## src/rtl/spk_dec_pkg.sv

```systemverilog
package spk_dec_pkg;

   typedef enum logic [1:0] {
      MODE_RATE  = 2'b00,
      MODE_LAT   = 2'b01,
      MODE_DELTA = 2'b10,
      MODE_RSVD  = 2'b11
   } dec_mode_e;

endpackage

```

## src/rtl/spk_edge_sync.sv

```systemverilog
// Multi-stage synchronizer followed by a rising-edge detector.
module spk_edge_sync #(
   parameter int STAGES = 2
) (
   input  logic clk,
   input  logic rst_n,
   input  logic din,
   output logic rise
);

   logic [STAGES:0] sh_q;

   always_ff @(posedge clk) begin
      if (!rst_n) sh_q <= '0;
      else        sh_q <= {sh_q[STAGES-1:0], din};
   end

   // sh_q[STAGES-1] is the last synchronizer stage; sh_q[STAGES] its delayed copy
   assign rise = sh_q[STAGES-1] & ~sh_q[STAGES];

endmodule

```

## src/rtl/spk_window.sv

```systemverilog
// Window index counter; restarts while not running and after the last index.
module spk_window #(
   parameter int WIN_W = 10
) (
   input  logic             clk,
   input  logic             rst_n,
   input  logic             run,
   input  logic [WIN_W-1:0] win_len,
   output logic [WIN_W-1:0] idx,
   output logic             last
);

   logic [WIN_W:0] nxt;

   assign nxt  = {1'b0, idx} + (WIN_W+1)'(1);
   assign last = run && (nxt >= {1'b0, win_len});

   always_ff @(posedge clk) begin
      if (!rst_n)         idx <= '0;
      else if (!run)      idx <= '0;
      else if (last)      idx <= '0;
      else                idx <= nxt[WIN_W-1:0];
   end

endmodule

```

## src/rtl/spk_delta_acc.sv

```systemverilog
// Signed saturating accumulator with leak toward zero.
module spk_delta_acc #(
   parameter int ACC_W  = 16,
   parameter int STEP_W = 8
) (
   input  logic              clk,
   input  logic              rst_n,
   input  logic              run,
   input  logic              up,
   input  logic              dn,
   input  logic [STEP_W-1:0] step,
   input  logic [STEP_W-1:0] leak,
   output logic [ACC_W-1:0]  acc,
   output logic [ACC_W-1:0]  acc_next,
   output logic              clamped
);

   localparam int EW = ACC_W + 2;
   localparam logic signed [EW-1:0] MAXV = signed'({3'b000, {(ACC_W-1){1'b1}}});
   localparam logic signed [EW-1:0] MINV = signed'({3'b111, {(ACC_W-1){1'b0}}});

   logic signed [EW-1:0] ext_acc, ext_step, ext_leak, sum, clip, leaked;
   logic                 hit;

   assign ext_acc  = {{2{acc[ACC_W-1]}}, acc};
   assign ext_step = {{(EW-STEP_W){1'b0}}, step};
   assign ext_leak = {{(EW-STEP_W){1'b0}}, leak};

   always_comb begin
      sum = ext_acc;
      if (up && !dn)      sum = ext_acc + ext_step;
      else if (dn && !up) sum = ext_acc - ext_step;

      hit  = 1'b0;
      clip = sum;
      if (sum > MAXV) begin
         clip = MAXV;
         hit  = 1'b1;
      end else if (sum < MINV) begin
         clip = MINV;
         hit  = 1'b1;
      end

      if (!clip[EW-1]) leaked = (clip <= ext_leak)  ? '0 : clip - ext_leak;
      else             leaked = (-clip <= ext_leak) ? '0 : clip + ext_leak;
   end

   assign acc_next = leaked[ACC_W-1:0];
   assign clamped  = run && hit;

   always_ff @(posedge clk) begin
      if (!rst_n)   acc <= '0;
      else if (run) acc <= acc_next;
   end

endmodule

```

## src/rtl/spike_decoder.sv

```systemverilog
// Multi-mode spike train decoder: rate, first-spike latency, leaky delta.
module spike_decoder
   import spk_dec_pkg::*;
#(
   parameter int VAL_W       = 8,
   parameter int WIN_W       = 10,
   parameter int ACC_W       = 16,
   parameter int STEP_W      = 8,
   parameter int SYNC_STAGES = 2
) (
   input  logic              clk,
   input  logic              rst_n,
   input  logic              enable,
   input  logic [1:0]        mode,
   input  logic              pos_spike,
   input  logic              neg_spike,
   input  logic [WIN_W-1:0]  win_len,
   input  logic [STEP_W-1:0] step,
   input  logic [STEP_W-1:0] leak,
   output logic [VAL_W-1:0]  dec_value,
   output logic              dec_valid,
   output logic              overflow,
   output logic [ACC_W-1:0]  acc_state
);

   localparam int FULL_I = (1 << VAL_W) - 1;

   // elaboration-time parameter checks
   if (SYNC_STAGES < 2) begin : g_bad_sync
      $error("spike_decoder: SYNC_STAGES must be at least 2");
   end
   if (ACC_W < VAL_W + 1) begin : g_bad_acc
      $error("spike_decoder: ACC_W must exceed VAL_W");
   end
   if (ACC_W < STEP_W + 2) begin : g_bad_step
      $error("spike_decoder: ACC_W too narrow for STEP_W");
   end

   function automatic logic [VAL_W-1:0] lat_map(input logic [WIN_W-1:0] i);
      if (int'(i) > FULL_I) return '0;
      return VAL_W'(FULL_I - int'(i));
   endfunction

   function automatic logic [VAL_W-1:0] to_offset(input logic [ACC_W-1:0] a);
      return {~a[ACC_W-1], a[ACC_W-2 -: VAL_W-1]};
   endfunction

   dec_mode_e cur_mode;
   assign cur_mode = dec_mode_e'(mode);

   // ---------------- input synchronizers ----------------
   logic [1:0] spk_in, spk_rise;
   assign spk_in = {neg_spike, pos_spike};

   for (genvar g = 0; g < 2; g++) begin : g_sync
      spk_edge_sync #(.STAGES(SYNC_STAGES)) u_sync (
         .clk  (clk),
         .rst_n(rst_n),
         .din  (spk_in[g]),
         .rise (spk_rise[g])
      );
   end

   logic rise_pos, rise_neg;
   assign rise_pos = spk_rise[0];
   assign rise_neg = spk_rise[1];

   // ---------------- enable edge ----------------
   logic en_q, fall;
   always_ff @(posedge clk) begin
      if (!rst_n) en_q <= 1'b0;
      else        en_q <= enable;
   end
   assign fall = en_q & ~enable;

   // ---------------- window ----------------
   logic [WIN_W-1:0] win_idx;
   logic             win_last;

   spk_window #(.WIN_W(WIN_W)) u_window (
      .clk    (clk),
      .rst_n  (rst_n),
      .run    (enable),
      .win_len(win_len),
      .idx    (win_idx),
      .last   (win_last)
   );

   // ---------------- rate counter ----------------
   logic [VAL_W-1:0] rcnt, rate_next;
   logic             rate_sat;

   assign rate_sat  = &rcnt;
   assign rate_next = (rise_pos && !rate_sat) ? rcnt + VAL_W'(1) : rcnt;

   always_ff @(posedge clk) begin
      if (!rst_n)                 rcnt <= '0;
      else if (!enable || win_last) rcnt <= '0;
      else                        rcnt <= rate_next;
   end

   // ---------------- first-spike latency ----------------
   logic             seen;
   logic [WIN_W-1:0] first_idx;

   always_ff @(posedge clk) begin
      if (!rst_n) begin
         seen      <= 1'b0;
         first_idx <= '0;
      end else if (!enable || win_last) begin
         seen      <= 1'b0;
      end else if (rise_pos && !seen) begin
         seen      <= 1'b1;
         first_idx <= win_idx;
      end
   end

   logic [VAL_W-1:0] lat_end, lat_snap;
   always_comb begin
      if (seen)          lat_end = lat_map(first_idx);
      else if (rise_pos) lat_end = lat_map(win_idx);
      else               lat_end = '0;
      lat_snap = seen ? lat_map(first_idx) : '0;
   end

   // ---------------- delta accumulator ----------------
   logic [ACC_W-1:0] acc_q, acc_nx;
   logic             acc_clamp;
   logic             delta_run;

   assign delta_run = enable && (cur_mode == MODE_DELTA);

   spk_delta_acc #(.ACC_W(ACC_W), .STEP_W(STEP_W)) u_acc (
      .clk     (clk),
      .rst_n   (rst_n),
      .run     (delta_run),
      .up      (rise_pos),
      .dn      (rise_neg),
      .step    (step),
      .leak    (leak),
      .acc     (acc_q),
      .acc_next(acc_nx),
      .clamped (acc_clamp)
   );

   assign acc_state = acc_q;

   // ---------------- publication ----------------
   logic             pub;
   logic [VAL_W-1:0] pub_val;

   assign pub = win_last | fall;

   always_comb begin
      case (cur_mode)
         MODE_RATE:  pub_val = fall ? rcnt : rate_next;
         MODE_LAT:   pub_val = fall ? lat_snap : lat_end;
         MODE_DELTA: pub_val = fall ? to_offset(acc_q) : to_offset(acc_nx);
         default:    pub_val = '0;
      endcase
   end

   logic ovf_evt;
   assign ovf_evt = (enable && cur_mode == MODE_RATE && rise_pos && rate_sat) || acc_clamp;

   always_ff @(posedge clk) begin
      if (!rst_n) begin
         dec_valid <= 1'b0;
         dec_value <= '0;
         overflow  <= 1'b0;
      end else begin
         dec_valid <= pub;
         if (pub) dec_value <= pub_val;
         if (ovf_evt) overflow <= 1'b1;
      end
   end

endmodule

```

## config.mk

```make
export PLATFORM = sky130hd
export DESIGN_NAME = spike_decoder
export DESIGN_NICKNAME = d
export VERILOG_FILES = /design/src/rtl/spk_dec_pkg.sv /design/src/rtl/spk_edge_sync.sv /design/src/rtl/spk_window.sv /design/src/rtl/spk_delta_acc.sv /design/src/rtl/spike_decoder.sv
export SDC_FILE = /design/constraint.sdc
export NUM_CORES = 1
export LEC_CHECK = 0
export BUFFER_PORTS_ARGS = -buffer_cell sky130_fd_sc_hd__buf_2
export CAP_MARGIN = 20
export CELL_PAD_IN_SITES_DETAIL_PLACEMENT = 0
export CELL_PAD_IN_SITES_GLOBAL_PLACEMENT = 2
export CORE_ASPECT_RATIO = 1.5
export CORE_MARGIN = 3
export CORE_UTILIZATION = 27
export CTS_BUF_LIST = sky130_fd_sc_hd__clkbuf_2
export DETAILED_ROUTE_END_ITERATION = 10
export PLACE_DENSITY = 0.7
export SYNTH_ARGS = -nofsm -noshare
export SYNTH_HDL_FRONTEND = slang
export SYNTH_SLANG_ARGS = --single-unit
```

## constraint.sdc

```tcl
create_clock -name clk -period 8.1 [get_ports clk]
set_input_delay 1.62 -clock clk [delete_from_list [all_inputs] [get_ports clk]]
set_output_delay 1.62 -clock clk [all_outputs]
set_load 0.01 [all_outputs]
```

==> Word-level counts from Yosys, hierarchy flattened <==
Cells that the tools add are included.
{ "word_totals": {"register_bits": 62, "in_bits": 33, "out_inout_bits": 26, "word_cells": 89} }
{ "classes": {"n_addsub": 9, "magnitude_cmp": 7, "eq_ne": 2, "muxes": 27, "bitwise": 11, "n_reduce_logical": 22} }
{ "ops": {"columns": ["cell", "count"], "rows": [
  ["8-bit 2-to-1 mux", 12],
  ["18-bit 2-to-1 mux", 4],
  ["16-bit 2-to-1 mux", 3],
  ["18-bit by 9-bit <= comparator with 1-bit output", 2],
  ["8-bit one-hot mux with 3 select lines", 1],
  ["10-bit by 8-bit > comparator with 1-bit output (second input constant)", 2],
  ["18-bit by 16-bit > comparator with 1-bit output (second input constant)", 1],
  ["18-bit by 16-bit less-than comparator with 1-bit output (second input constant)", 1],
  ["18-bit negation", 1],
  ["16-bit by 9-bit adder with 17-bit output", 1],
  ["16-bit by 9-bit subtractor with 17-bit output", 1],
  ["16-bit by 8-bit adder with 16-bit output", 1],
  ["16-bit by 8-bit subtractor with 16-bit output", 1],
  ["8-bit subtractor (first input constant)", 2],
  ["10-bit by 1-bit adder with 11-bit output (second input constant)", 1],
  ["11-bit by 10-bit >= comparator with 1-bit output", 1],
  ["1-bit logical AND", 10],
  ["8-bit by 1-bit adder with 8-bit output (second input constant)", 1],
  ["8-bit AND reduction", 1],
  ["1-bit 2-to-1 mux", 7],
  ["1-bit inverter", 7],
  ["1-bit logical NOT", 5],
  ["1-bit AND", 3],
  ["3-bit OR reduction", 1],
  ["7 further kinds", 8]
]} }

==> Longest topological paths before layout <==
Gate-level depths: netlist of the first run.
{ "depth": {"word_depth": 16, "depth_mapped": 28, "ltp_nobuf": 24} }

==> Modules after synthesis <==
From an unflattened synthesis of the first run, not the netlist that was laid out.
{ "unflattened": {"hier_cells": 898, "area_unflattened_um2": 6899.1} }
{ "by_module_without_submodules": {"columns": ["mod", "instances", "cells_per_inst", "area_per_inst_um2", "seq_area_each_um2"], "rows": [
  ["spk_delta_acc", 1, 592, 4234.1, 320.3],
  ["spike_decoder", 1, 213, 1654.1, 600.6],
  ["spk_window", 1, 79, 825.8, 200.2],
  ["spk_edge_sync", 2, 7, 92.6, 60.1]
]} }

==> Worst setup path before layout of the first run <==
OpenSTA, ideal clock, no wires.
{ "synth_path": {"path_kind": "input to register", "from": "input port step[0]", "to": "register u_acc.acc[15]", "setup_time_ns": 0.122, "t_arrival_ns": 6.750, "required_time_ns": 7.978, "slack_ns": 1.228, "cell_stages": 27, "n_path_buf": 4, "cell_sequence": "ha_1 > inv_1 > fa_1 > nor2_1 > o311ai_1 > a21oi_1 > a211o_1 > and3_1 > clkbuf_1 > clkbuf_1 > clkbuf_1 > a21o_1 > inv_1 > ha_1 > clkbuf_1 > o21ai_0 > o21ai_0 > a221oi_1 > ha_1 > nand2_1 > o21ai_0 > a31oi_1 > o22ai_1 > nor4_2 > o2111ai_2 > and2_1 > o311a_1"} }
{ "synth_between": {"elab_chain_len": 10, "elab_cells_between_ends": 16, "cone_classes": "add/sub: 5; order compare: 4; mux: 7"} }
{ "synth_rtl": {"columns": ["element", "line", "source"], "rows": [
  ["from (decl)", "spike_decoder.sv:18", "input logic [STEP_W-1:0] step,"],
  ["16-bit by 9-bit subtractor with 17-bit output", "spk_delta_acc.sv:32", "else if (dn && !up) sum = ext_acc - ext_step;"],
  ["18-bit 2-to-1 mux", "spk_delta_acc.sv:32", null],
  ["18-bit 2-to-1 mux *", "spk_delta_acc.sv:31", "if (up && !dn) sum = ext_acc + ext_step;"],
  ["18-bit by 16-bit less-than comparator with 1-bit output", "spk_delta_acc.sv:39", "end else if (sum < MINV) begin"],
  ["18-bit 2-to-1 mux", "spk_delta_acc.sv:39", null],
  ["18-bit 2-to-1 mux *", "spk_delta_acc.sv:36", "if (sum > MAXV) begin"],
  ["18-bit negation", "spk_delta_acc.sv:45", "else leaked = (-clip <= ext_leak) ? '0 : clip + ext_leak;"],
  ["18-bit by 9-bit <= comparator with 1-bit output", "spk_delta_acc.sv:45", null],
  ["16-bit 2-to-1 mux", "spk_delta_acc.sv:45", null],
  ["16-bit 2-to-1 mux *", "spk_delta_acc.sv:44", "if (!clip[EW-1]) leaked = (clip <= ext_leak) ? '0 : clip - ext_leak;"],
  ["to (signal assigned)", "spk_delta_acc.sv:53", "else if (run) acc <= acc_next;"],
  ["to (decl)", "spk_delta_acc.sv:13", "output logic [ACC_W-1:0] acc,"]
]} }
Every way passes the cells marked *; elsewhere a longest branch is shown, timed or not.
A chain may end at the register's enable or synchronous reset.

==> Final worst setup path of the first run <==
{ "layout_path": {"from": "input port step[7]", "to": "register dec_value[6]"} }
{ "layout_between": {"elab_chain_len": 12, "elab_cells_between_ends": 18, "cone_classes": "add/sub: 5; order compare: 4; mux: 9"} }
{ "layout_rtl": {"columns": ["element", "line", "source"], "rows": [
  ["16-bit by 9-bit subtractor with 17-bit output", "spk_delta_acc.sv:32", null],
  ["18-bit 2-to-1 mux", "spk_delta_acc.sv:32", null],
  ["18-bit 2-to-1 mux *", "spk_delta_acc.sv:31", null],
  ["18-bit by 16-bit less-than comparator with 1-bit output", "spk_delta_acc.sv:39", null],
  ["18-bit 2-to-1 mux", "spk_delta_acc.sv:39", null],
  ["18-bit 2-to-1 mux *", "spk_delta_acc.sv:36", null],
  ["18-bit negation", "spk_delta_acc.sv:45", null],
  ["18-bit by 9-bit <= comparator with 1-bit output", "spk_delta_acc.sv:45", null],
  ["16-bit 2-to-1 mux", "spk_delta_acc.sv:45", null],
  ["16-bit 2-to-1 mux *", "spk_delta_acc.sv:44", null],
  ["8-bit 2-to-1 mux *", "spike_decoder.sv:158", "MODE_DELTA: pub_val = fall ? to_offset(acc_q) : to_offset(acc_nx);"],
  ["8-bit one-hot mux with 3 select lines *", "spike_decoder.sv:155", "case (cur_mode)"],
  ["to (signal assigned)", "spike_decoder.sv:173", "if (pub) dec_value <= pub_val;"],
  ["to (decl)", "spike_decoder.sv:20", "output logic [VAL_W-1:0] dec_value,"]
]} }
Marks and branches as above.

==> impl_results.md, run 1 <==
- Peak supply drop: slightly below 0.06 mV
- Distinct cells, synth: between 80 and 90
- FILL cells: around 2500
- Worst setup path class: input port to flop
- CTS sink cnt: between 60 and 70
- Total Routing Usage GR: a little under a fifth
- Crit Path Max Fanout: 13
- GP Congestion: 0.874
- Clock Pin Slew Worst Setup and Hold Paths: 0.25 ns
- Inserted Clock Buffers: 9
- Seq/Total Area, Yosys: about a fifth
- Critical Path Source Type: input port
- DIE WIDTH: 131 microns
- Synth warn: 0
- Hold crit path type: flop to flop
- Htree depth: 3
- Pleak: just under 3 nW
- Number of synthesized flops with an enable pin: 0
- Post-Syn Area: around 6300 sq um
- Total length of routed wires: 23.3 mm
- ANT nets after route: 0
- Drt pass-1 iters: 5
- Most frequent cells in the layout: 73 x nor2_1, 62 x dfxtp_1, 58 x buf_2
- CP arrival: 7.47 ns
- Post-CTS Setup Inserts: 0
- Status: finished clean
- # nets final: between 900 and 1000
- Pwr dens: between 150 and 200 nW/um^2
- Number of port buffers: 58
- Setup TNS: 0 ns
- Initial antenna violation count: 1
- CTS tree: done
- Post-detail-place hpwl: between 15 and 20 mm
- Avg Inst Size Synth: between 7 and 8 sq um
- Post-synth ARST share: 0%
- Drc violations: 0
- Period minus WS final: roughly 7 ns
- Core ar.: 22600 sq um
- Setup violators final: 0
- Worst setup startpoint: step[7]
- Relative slew slack: about two fifths
- Synthesis-stage register bit count: between 60 and 70
- RSZ-0062 raised after global routing: false
- Post-DP Area: slightly below 7000 sq um
- Die Footprint: 25300 sq um
- Min-delay src: g_sync[0].u_sync.sh_q[1]
- Drt wl/cell: approximately 20 microns
- Worst Hold Slack: 0.450 ns
- Worst-Skew Late Latency: between 0.5 and 0.6 ns
- Max cap viols: 0
- Commonest non-fill, non-tap cell in the layout: nor2_1
- Vias per cell: about 5.6
- Post-synth top flop: dfxtp_1
- Ports: just under 60
- Final hold violation count: 0
- Final period util: between 80 and 90%
- Total global routing overflow: 0
- Worst setup margin: about 1.1 ns
- Mapped Cells: approximately 830
- Fraction of layout cells with a size suffix above 1: approximately 12%
- Starting DRT DRC Count: 375
- # resized after CTS: 0
- Worst-Margin Slew: between 0.9 and 1 ns
- Crit. End Element: flop
- Row count: between 60 and 70
- First-pass GRT wire length: roughly 36 mm
- Starting Density: 27.9%
- CTS Hold Bufs: 0
- Area grow syn2layout: 10.6%
- Design area: approximately 7000 sq um
- Largest net degree at the start of global routing: 28
- Post-place setup slack: ~0.57 ns
- Clock Tree Buf Depth: 2
- Root Driver: clkbuf_2
- Routed via count: between 6000 and 7000
- Slew Viols, Final: 0
- Reg-to-Reg Start: u_acc.acc[7]
- Max Clock Skew: approximately 0.067 ns
- F_max: 144 MHz
- Critical path data required time: approximately 8.6 ns
- Die height: 193 microns
- Vias in the first global route: 6588
- Syn_nets: 919
==> worst max-delay path: stages <==
cell	delay [ns]
buf_2	0.09
inv_1	0.04
ha_1	0.53
nor2b_1	0.15
a2111oi_0	0.60
a21oi_1	0.29
a211o_1	0.37
and3_1	0.27
o21ai_0	0.18
o21ai_0	0.24
ha_1	0.48
o21ba_2	0.24
o21ai_0	0.36
a21oi_1	0.14
o21bai_1	0.31
a21oi_1	0.13
nor2_1	0.10
nor2_1	0.11
or4_1	0.55
a221oi_2	0.27
a31oi_1	0.13
o31ai_1	0.24
==> kinds of logic (layout without fill, tap and decap cells) <==
kind of cell	after synthesis	count (layout)	synth area share, %
AO/OA/AOI/OAI	242	242	26.9
XOR/XNOR	50	50	7.06
adder cells (fa/ha/maj)	65	65	13.1
buffers and inverters	100	142	6.29
flip-flops	62	62	19.7
multiplexers	17	17	2.74
other	0	1	0
AND/OR/NAND/NOR	293	293	24.2
==> worst paths after layout <==
kind / slack (ns) / cells after the start / endpoint
min: 0.45 / 1 / g_sync[0].u_sync.sh_q[2]
max reg2reg: 1.71 / 20 / dec_value[6]
max: 1.13 / 22 / dec_value[6]
min reg2reg: 0.45 / 1 / g_sync[0].u_sync.sh_q[2]
==> per-stage QoR <==
step / total power, mW / instances / util, %
finish: 1.09 / 1148 / 30.8
global route: 1.17 / 1148 / 30.8
CTS: 1.10 / 1147 / 30.8
detailed placement: 0.855 / 1131 / 30.2
global placement: 0.858 / 1131 / 30.2
floorplan: 0.704 / 829 / -
==> Yosys cell counts (9+ instances only) <==
cell       n  area (sq um)
nor2_1    73           274
o22a_1     9          78.8
mux2i_1   15           150
nand3_1   39           195
or3_1      9          56.3
and2_1    17           106
nand4_1   11          68.8
inv_1     56           210
o22ai_1   11          68.8
a31oi_1   12          75.1
dfxtp_1   62          1240
a21oi_1   46           230
a21o_1    11          82.6
nor2b_1   21           131
xor2_1    17           149
o21ai_0   43           215
nand2_1   47           176
a221o_1    9          90.1
ha_1      53           663
clkbuf_1  30           113
nor4_1    10          62.6
nor3_1    20           100
xnor2_1   32           280
nand2b_1  11          68.8
==> power breakdown <==
group	internal (mW)	switching [mW]	leakage [nW]	total, mW
clock	0.103	0.136	0.0834	0.239
sequential	0.316	0.0180	0.503	0.333
combinational	0.194	0.321	2.36	0.515
==> layout make-up <==
class / count / area [sq um] / share of cell area, %
timing repair buffer: 70 / 380 / 5.45
tap: 276 / 345 / 4.95
antenna: 1 / 2.50 / 0.0359
sequential: 62 / 1240 / 17.8
clock inverter: 5 / 73.8 / 1.06
clock buffer: 11 / 55.1 / 0.789
multi-input combinational: 667 / 4670 / 66.9
inverter: 56 / 210 / 3.01
==> flip-flops by register name, indices dropped and copies added, names as in the netlist <==
name,count
dec_value,8
u_window.idx,10
dec_valid,1
g_sync.u_sync.sh_q,6
rcnt,8
first_idx,10
u_acc.acc,16
seen,1
en_q,1
overflow,1
==> routing by layer <==
layer / GRT usage, % / vias up / part of all wire [%]
li1: - / 3149 / -
met1: 19.2 / 3067 / 38
met2: 36.6 / 140 / 54
met3: 2.09 / 55 / 2.8
met4: 9.58 / 0 / 5.1
met5: 0 / - / 0
(Power assumes the default switching activity.)
==> run 2: changes to the inputs <==
- CELL_PAD_IN_SITES_DETAIL_PLACEMENT: 0 -> not set
- CELL_PAD_IN_SITES_GLOBAL_PLACEMENT: 2 -> not set
- CTS_CLUSTER_SIZE: not set -> 40
- PLACE_DENSITY: 0.7 -> 0.49
==> impl_results.md, run 2 (same netlist as run 1, synthesis figures left out) <==
- Status: finished clean
- R2R Setup Slk: 1.90 ns (+0.19 ns)
- Post-CTS Setup Inserts: 0 (unchanged)
- Worst-Margin Slew: 0.934 ns (+0.0315 ns)
- # nets final: 956 (unchanged)
- Routed via count: 6305 (-1.7%)
- Core ar.: 22600 sq um (unchanged)
- Vias in the first global route: 6240 (-5.3%)
- Total length of routed wires: 21.3 mm (-8.6%)
- Worst setup path class: input port to flop
- Period minus WS final: 6.80 ns (-0.165 ns)
- Biggest regs: u_acc.acc x16, first_idx x10, u_window.idx x10
- Final hold violation count: 0 (unchanged)
- Area of the multi-input gates: 4670 sq um (unchanged)
- Worst setup startpoint: step[7]
- Critical path data required time: 8.56 ns (-0.04 ns)
- Root Driver: clkbuf_2
- F_max: 147 MHz (+2.4%)
- Crit Path Max Fanout: 13 (unchanged)
- FF/Latch Area: 1240 sq um (unchanged)
- Peak supply drop: 0.0502 mV (-14%)
- Commonest non-fill, non-tap cell in the layout: nor2_1
- Row count: 67 (unchanged)
- Worst Hold Slack: 0.459 ns (+0.00898 ns)
- Clock Pin Slew Worst Setup and Hold Paths: 0.20 ns (-0.05 ns)
- Drt wl/cell: 18.6 microns (-8.6%)
- Hold crit path type: flop to flop
- Ports: 59 (unchanged)
- Starting DRT DRC Count: 360 (-4.0%)
- Fraction of layout cells with a size suffix above 1: 12.1% (unchanged)
- Drc violations: 0 (unchanged)
- Reg-to-Reg Start: u_acc.acc[7]
- Die Footprint: 25300 sq um (unchanged)
- Worst-Skew Late Latency: 0.57 ns (-0.02 ns)
- Max Clock Skew: 0.0579 ns (-0.00862 ns)
- Slew Viols, Final: 0 (unchanged)
- Setup TNS: 0 ns (unchanged)
- CTS Hold Bufs: 0 (unchanged)
- Htree depth: 3 (unchanged)
- Largest net degree at the start of global routing: 31 (+11%)
- # resized after CTS: 0 (unchanged)
- Final Util: 30.8% (-0.044 points)
- Post-detail-place hpwl: 17.0 mm (-7.9%)
- Total Routing Usage GR: 16.8% (-2.0 points)
- Pwr dens: 150 nW/um^2 (-3.8%)
- Initial antenna violation count: 1 (unchanged)
- CTS tree: done
- Number of port buffers: 58 (unchanged)
- CTS sink cnt: 62 (unchanged)
- Final period util: 83.9% (-2.0 points)
- ANT nets after route: 0 (unchanged)
- Largest register FFs: 16 (unchanged)
- FILL cells: 2515 (-0.24%)
- Die height: 193 microns (unchanged)
- Vias per cell: 5.49 (-1.7%)
- RSZ-0062 raised after global routing: false
- Relative slew slack: 36.9% (-2.1 points)
- Max cap viols: 0 (unchanged)
- Clock Tree Buf Depth: 2 (unchanged)
- Inserted Clock Buffers: 9 (unchanged)
- GP Congestion: 0.895 (+2.4%)
- Hold path cells: 1 (unchanged)
- Area grow syn2layout: 10.5%
- Total global routing overflow: 0 (unchanged)
- Top reg by flops: u_acc.acc
- DIE WIDTH: 131 microns (unchanged)
- First-pass GRT wire length: 33.2 mm (-8.9%)
- CP arrival: 7.26 ns (-0.21 ns)
- R2R cell count: 21 (+5.0%)
- Critical Path Source Type: input port
- Critical Path End: u_acc.acc[15]
- Drt pass-1 iters: 5 (unchanged)
- Crit. End Element: flop
- Pleak: 2.93 nW (-0.33%)
- Starting Density: 27.9% (unchanged)
- Setup violators final: 0 (unchanged)
- Reg-to-Reg End: u_acc.acc[15]
- Most frequent cells in the layout: 73 x nor2_1, 62 x dfxtp_1, 58 x buf_2
run 2: changes by cell type in the layout (fill, tap and decap cells not counted), sizes merged:
cell | previous run | this run
inv | 56 | 57
bufinv | 2 | 1
clkbuf | 11 | 9
clkinv | 3 | 5
run 2: area by class of cell:
| type | count | area share (%) |
|---|---|---|
| multi-input cells | 667 | 67.0 |
| flip-flops and latches | 62 | 17.8 |
| repair buffers | 70 | 5.46 |
| well taps | 276 | 4.96 |
| inverters | 56 | 3.02 |
| clock inverters | 7 | 1.06 |
| clock buffers | 9 | 0.646 |
| diodes | 1 | 0.0359 |
run 2: worst max-delay path, stage by stage:
cell and delay (ns):
buf_2 0.09, inv_1 0.04, ha_1 0.49, nor2b_1 0.14
a2111oi_0 0.58, a21oi_1 0.30, a211o_1 0.36, and3_1 0.16
buf_4 0.19, a21o_1 0.20, inv_1 0.15, ha_1 0.42
o21ai_0 0.16, a221oi_1 0.28, ha_1 0.28, nand2_1 0.07
o21ai_0 0.08, a31oi_1 0.19, o22ai_1 0.12, nor4_2 0.36
o2111ai_2 0.32, and2_1 0.29, o311a_1 0.34
run 2: worst min-delay path by stage:
stage / from / endpoint / slack [ns]
floorplan: g_sync[0].u_sync.sh_q[0] / g_sync[0].u_sync.sh_q[1] / 0.41
global placement: g_sync[0].u_sync.sh_q[0] / g_sync[0].u_sync.sh_q[1] / 0.42
detailed placement: g_sync[0].u_sync.sh_q[0] / g_sync[0].u_sync.sh_q[1] / 0.43
CTS: g_sync[0].u_sync.sh_q[0] / g_sync[0].u_sync.sh_q[1] / 0.47
global route: g_sync[1].u_sync.sh_q[0] / g_sync[1].u_sync.sh_q[1] / 0.49
finish: g_sync[0].u_sync.sh_q[0] / g_sync[0].u_sync.sh_q[1] / 0.46
run 2: power breakdown:
group / internal (mW) / leakage [nW] / total, mW / switching [mW]
Combinational: 0.195 / 2.36 / 0.503 / 0.309
Sequential: 0.316 / 0.503 / 0.334 / 0.0181
Clock: 0.0726 / 0.0739 / 0.208 / 0.135
run 2: routing by layer:
metal	GRT usage [%]	vias up	wire (microns)
met3	2.07	45	786
met5	0	-	0
met2	31.3	164	11200
met1	18.4	2949	8310
li1	-	3147	-
met4	8.23	0	1040
run 2: per-stage QoR:
step                power, mW  setup slack [ns]  std cells  area (sq um)
floorplan               0.704              1.23        829          6310
global placement        0.841             0.877       1131          6850
detailed placement      0.840             0.846       1131          6850
CTS                      1.05              1.43       1147          6970
global route             1.13             0.944       1148          6970
finish                   1.04              1.30       1148          6970
==> run 3: changes to the inputs <==
- clock period: 8.1 -> 7.03 ns (I/O delays scaled with it)
==> impl_results.md, run 3 (same netlist as run 1, synthesis figures left out) <==
- Max stage delay on crit path: 0.55 ns (-0.03 ns)
- CTS tree: done
- Largest net degree at the start of global routing: 26 (-16%)
- Worst setup margin: 0.844 ns (-0.456 ns)
- # resized after CTS: 0 (unchanged)
- Max Clock Skew: 0.0377 ns (-0.0202 ns)
- Core ar.: 22600 sq um (unchanged)
- Peak supply drop: 0.0812 mV (+62%)
- Total length of routed wires: 21.9 mm (+2.5%)
- Htree depth: 3 (unchanged)
- DIE WIDTH: 131 microns (unchanged)
- Crit. End Element: flop
- Vias per cell: 5.60 (+2.0%)
- Setup violators final: 0 (unchanged)
- Final hold violation count: 0 (unchanged)
- Cell mode on critical path: buf_4
- Hold crit path type: flop to flop
- Setup TNS: 0 ns (unchanged)
- CP arrival: 6.68 ns (-0.58 ns)
- Reg-to-Reg Start: u_acc.acc[5]
- Drt pass-1 iters: 7 (+2)
- Die Footprint: 25300 sq um (unchanged)
- Clock Pin Slew Worst Setup and Hold Paths: 0.20 ns (about the same)
- Most frequent cells in the layout: 73 x nor2_1, 62 x dfxtp_1, 58 x buf_2
- Relative slew slack: 39.4% (+2.5 points)
- Vias in the first global route: 6351 (+1.8%)
- Starting Density: 27.9% (unchanged)
- Clock Tree Buf Depth: 2 (unchanged)
- Design area: 7070 sq um (+1.4%)
- ANT nets after route: 0 (unchanged)
- Post-detail-place hpwl: 17.2 mm (+1.2%)
- Hold path cells: 1 (unchanged)
- Routed via count: 6492 (+3.0%)
- Post-DP Area: 6930 sq um (+1.2%)
- Inserted Clock Buffers: 9 (unchanged)
- CTS Hold Bufs: 0 (unchanged)
- Area grow syn2layout: 12.0%
- Final period util: 88.0%
- Root Driver: clkbuf_2
- Worst Hold End: g_sync[0].u_sync.sh_q[1]
- R2R cell count: 23 (+9.5%)
- # nets final: 967 (+1.2%)
- Ports: 59 (unchanged)
- Pwr dens: 179 nW/um^2 (+19%)
- Top reg by flops: u_acc.acc
- CP delay by family, top: compound AO/OA/AOI/OAI gates
- Drc violations: 0 (unchanged)
- Drt wl/cell: 18.9 microns (+1.5%)
- Worst Hold Slack: 0.457 ns (-0.00136 ns)
- Fraction of layout cells with a size suffix above 1: 13.2% (+1.1 points)
- Starting DRT DRC Count: 415 (+15%)
- Largest register FFs: 16 (unchanged)
- Slew Viols, Final: 0 (unchanged)
- Total global routing overflow: 0 (unchanged)
- CTS sink cnt: 62 (unchanged)
- Biggest regs: u_acc.acc x16, first_idx x10, u_window.idx x10
- Status: finished clean
- Critical Path Source Type: input port
- Crit path buf inv count: 7 (+3)
- Post-CTS Setup Inserts: 0 (unchanged)
- Critical path data required time: 7.53 ns (-1.03 ns)
- Reg-to-Reg End: dec_value[6]
- Initial antenna violation count: 1 (unchanged)
- Final Util: 31.2% (+0.44 points)
- Worst setup path class: input port to flop
- RSZ-0062 raised after global routing: false
- Worst-Skew Late Latency: 0.57 ns (about the same)
- Number of port buffers: 58 (unchanged)
- Row count: 67 (unchanged)
- R2R Setup Slk: 1.29 ns (-0.61 ns)
- Commonest non-fill, non-tap cell in the layout: nor2_1
- Die height: 193 microns (unchanged)
- F_max: around 160 MHz
- GP Congestion: 0.904 (+0.99%)
- Pleak: 2.99 nW (+2.1%)
- Crit Path Max Fanout: 24 (+11)
- Min-delay src: g_sync[0].u_sync.sh_q[0]
- Worst-Margin Slew: 0.897 ns (-0.0370 ns)
- First-pass GRT wire length: 34.4 mm (+3.4%)
- CP max-delay cell: or4_1
- Max cap viols: 0 (unchanged)
- Total Routing Usage GR: 17.4% (+0.58 points)
- Period minus WS final: a little over 6 ns
- Post-place setup slack: 0.329 ns (-0.516 ns)
-- run 3: final cells by class --
type / instances / area (sq um)
Fill cell: 2517 / 15600
Multi-Input combinational cell: 667 / 4670
Sequential cell: 62 / 1240
Timing Repair Buffer: 81 / 463
Tap cell: 276 / 345
Inverter: 56 / 210
Clock inverter: 6 / 85.1
Clock buffer: 10 / 50.0
Antenna cell: 1 / 2.50
-- run 3: how the worst max path moves through the flow --
stage	start	endpoint	slack, ns	cells after the start
global route	step[5]	dec_value[6]	0.34	25
floorplan	step[0]	u_acc.acc[15]	0.37	27
finish	step[5]	dec_value[6]	0.84	25
CTS	step[5]	dec_value[6]	0.93	25
global placement	step[5]	dec_value[3]	0.38	24
detailed placement	step[5]	dec_value[6]	0.33	25
-- run 3: power by group --
part           switching [mW]  internal [mW]  leakage (nW)
Sequential             0.0202          0.364         0.503
Combinational           0.368          0.236          2.41
Clock                   0.157          0.118        0.0800
Total                   0.546          0.718          2.99
-- run 3: metrics by stage --
step / total power [mW] / std cells
floorplan: 0.811 / 829
global placement: 0.992 / 1142
detailed placement: 0.990 / 1142
CTS: 1.27 / 1158
global route: 1.35 / 1159
finish: 1.26 / 1159
-- run 3: layer usage --
layer | part of all wire (%) | wire (microns) | up-vias | track usage (%)
li1 | - | - | 3162 | -
met1 | 39 | 8540 | 3089 | 19.2
met2 | 53 | 11500 | 190 | 32.6
met3 | 3.6 | 777 | 51 | 2.15
met4 | 4.5 | 988 | 0 | 7.88
met5 | 0 | 0 | - | 0
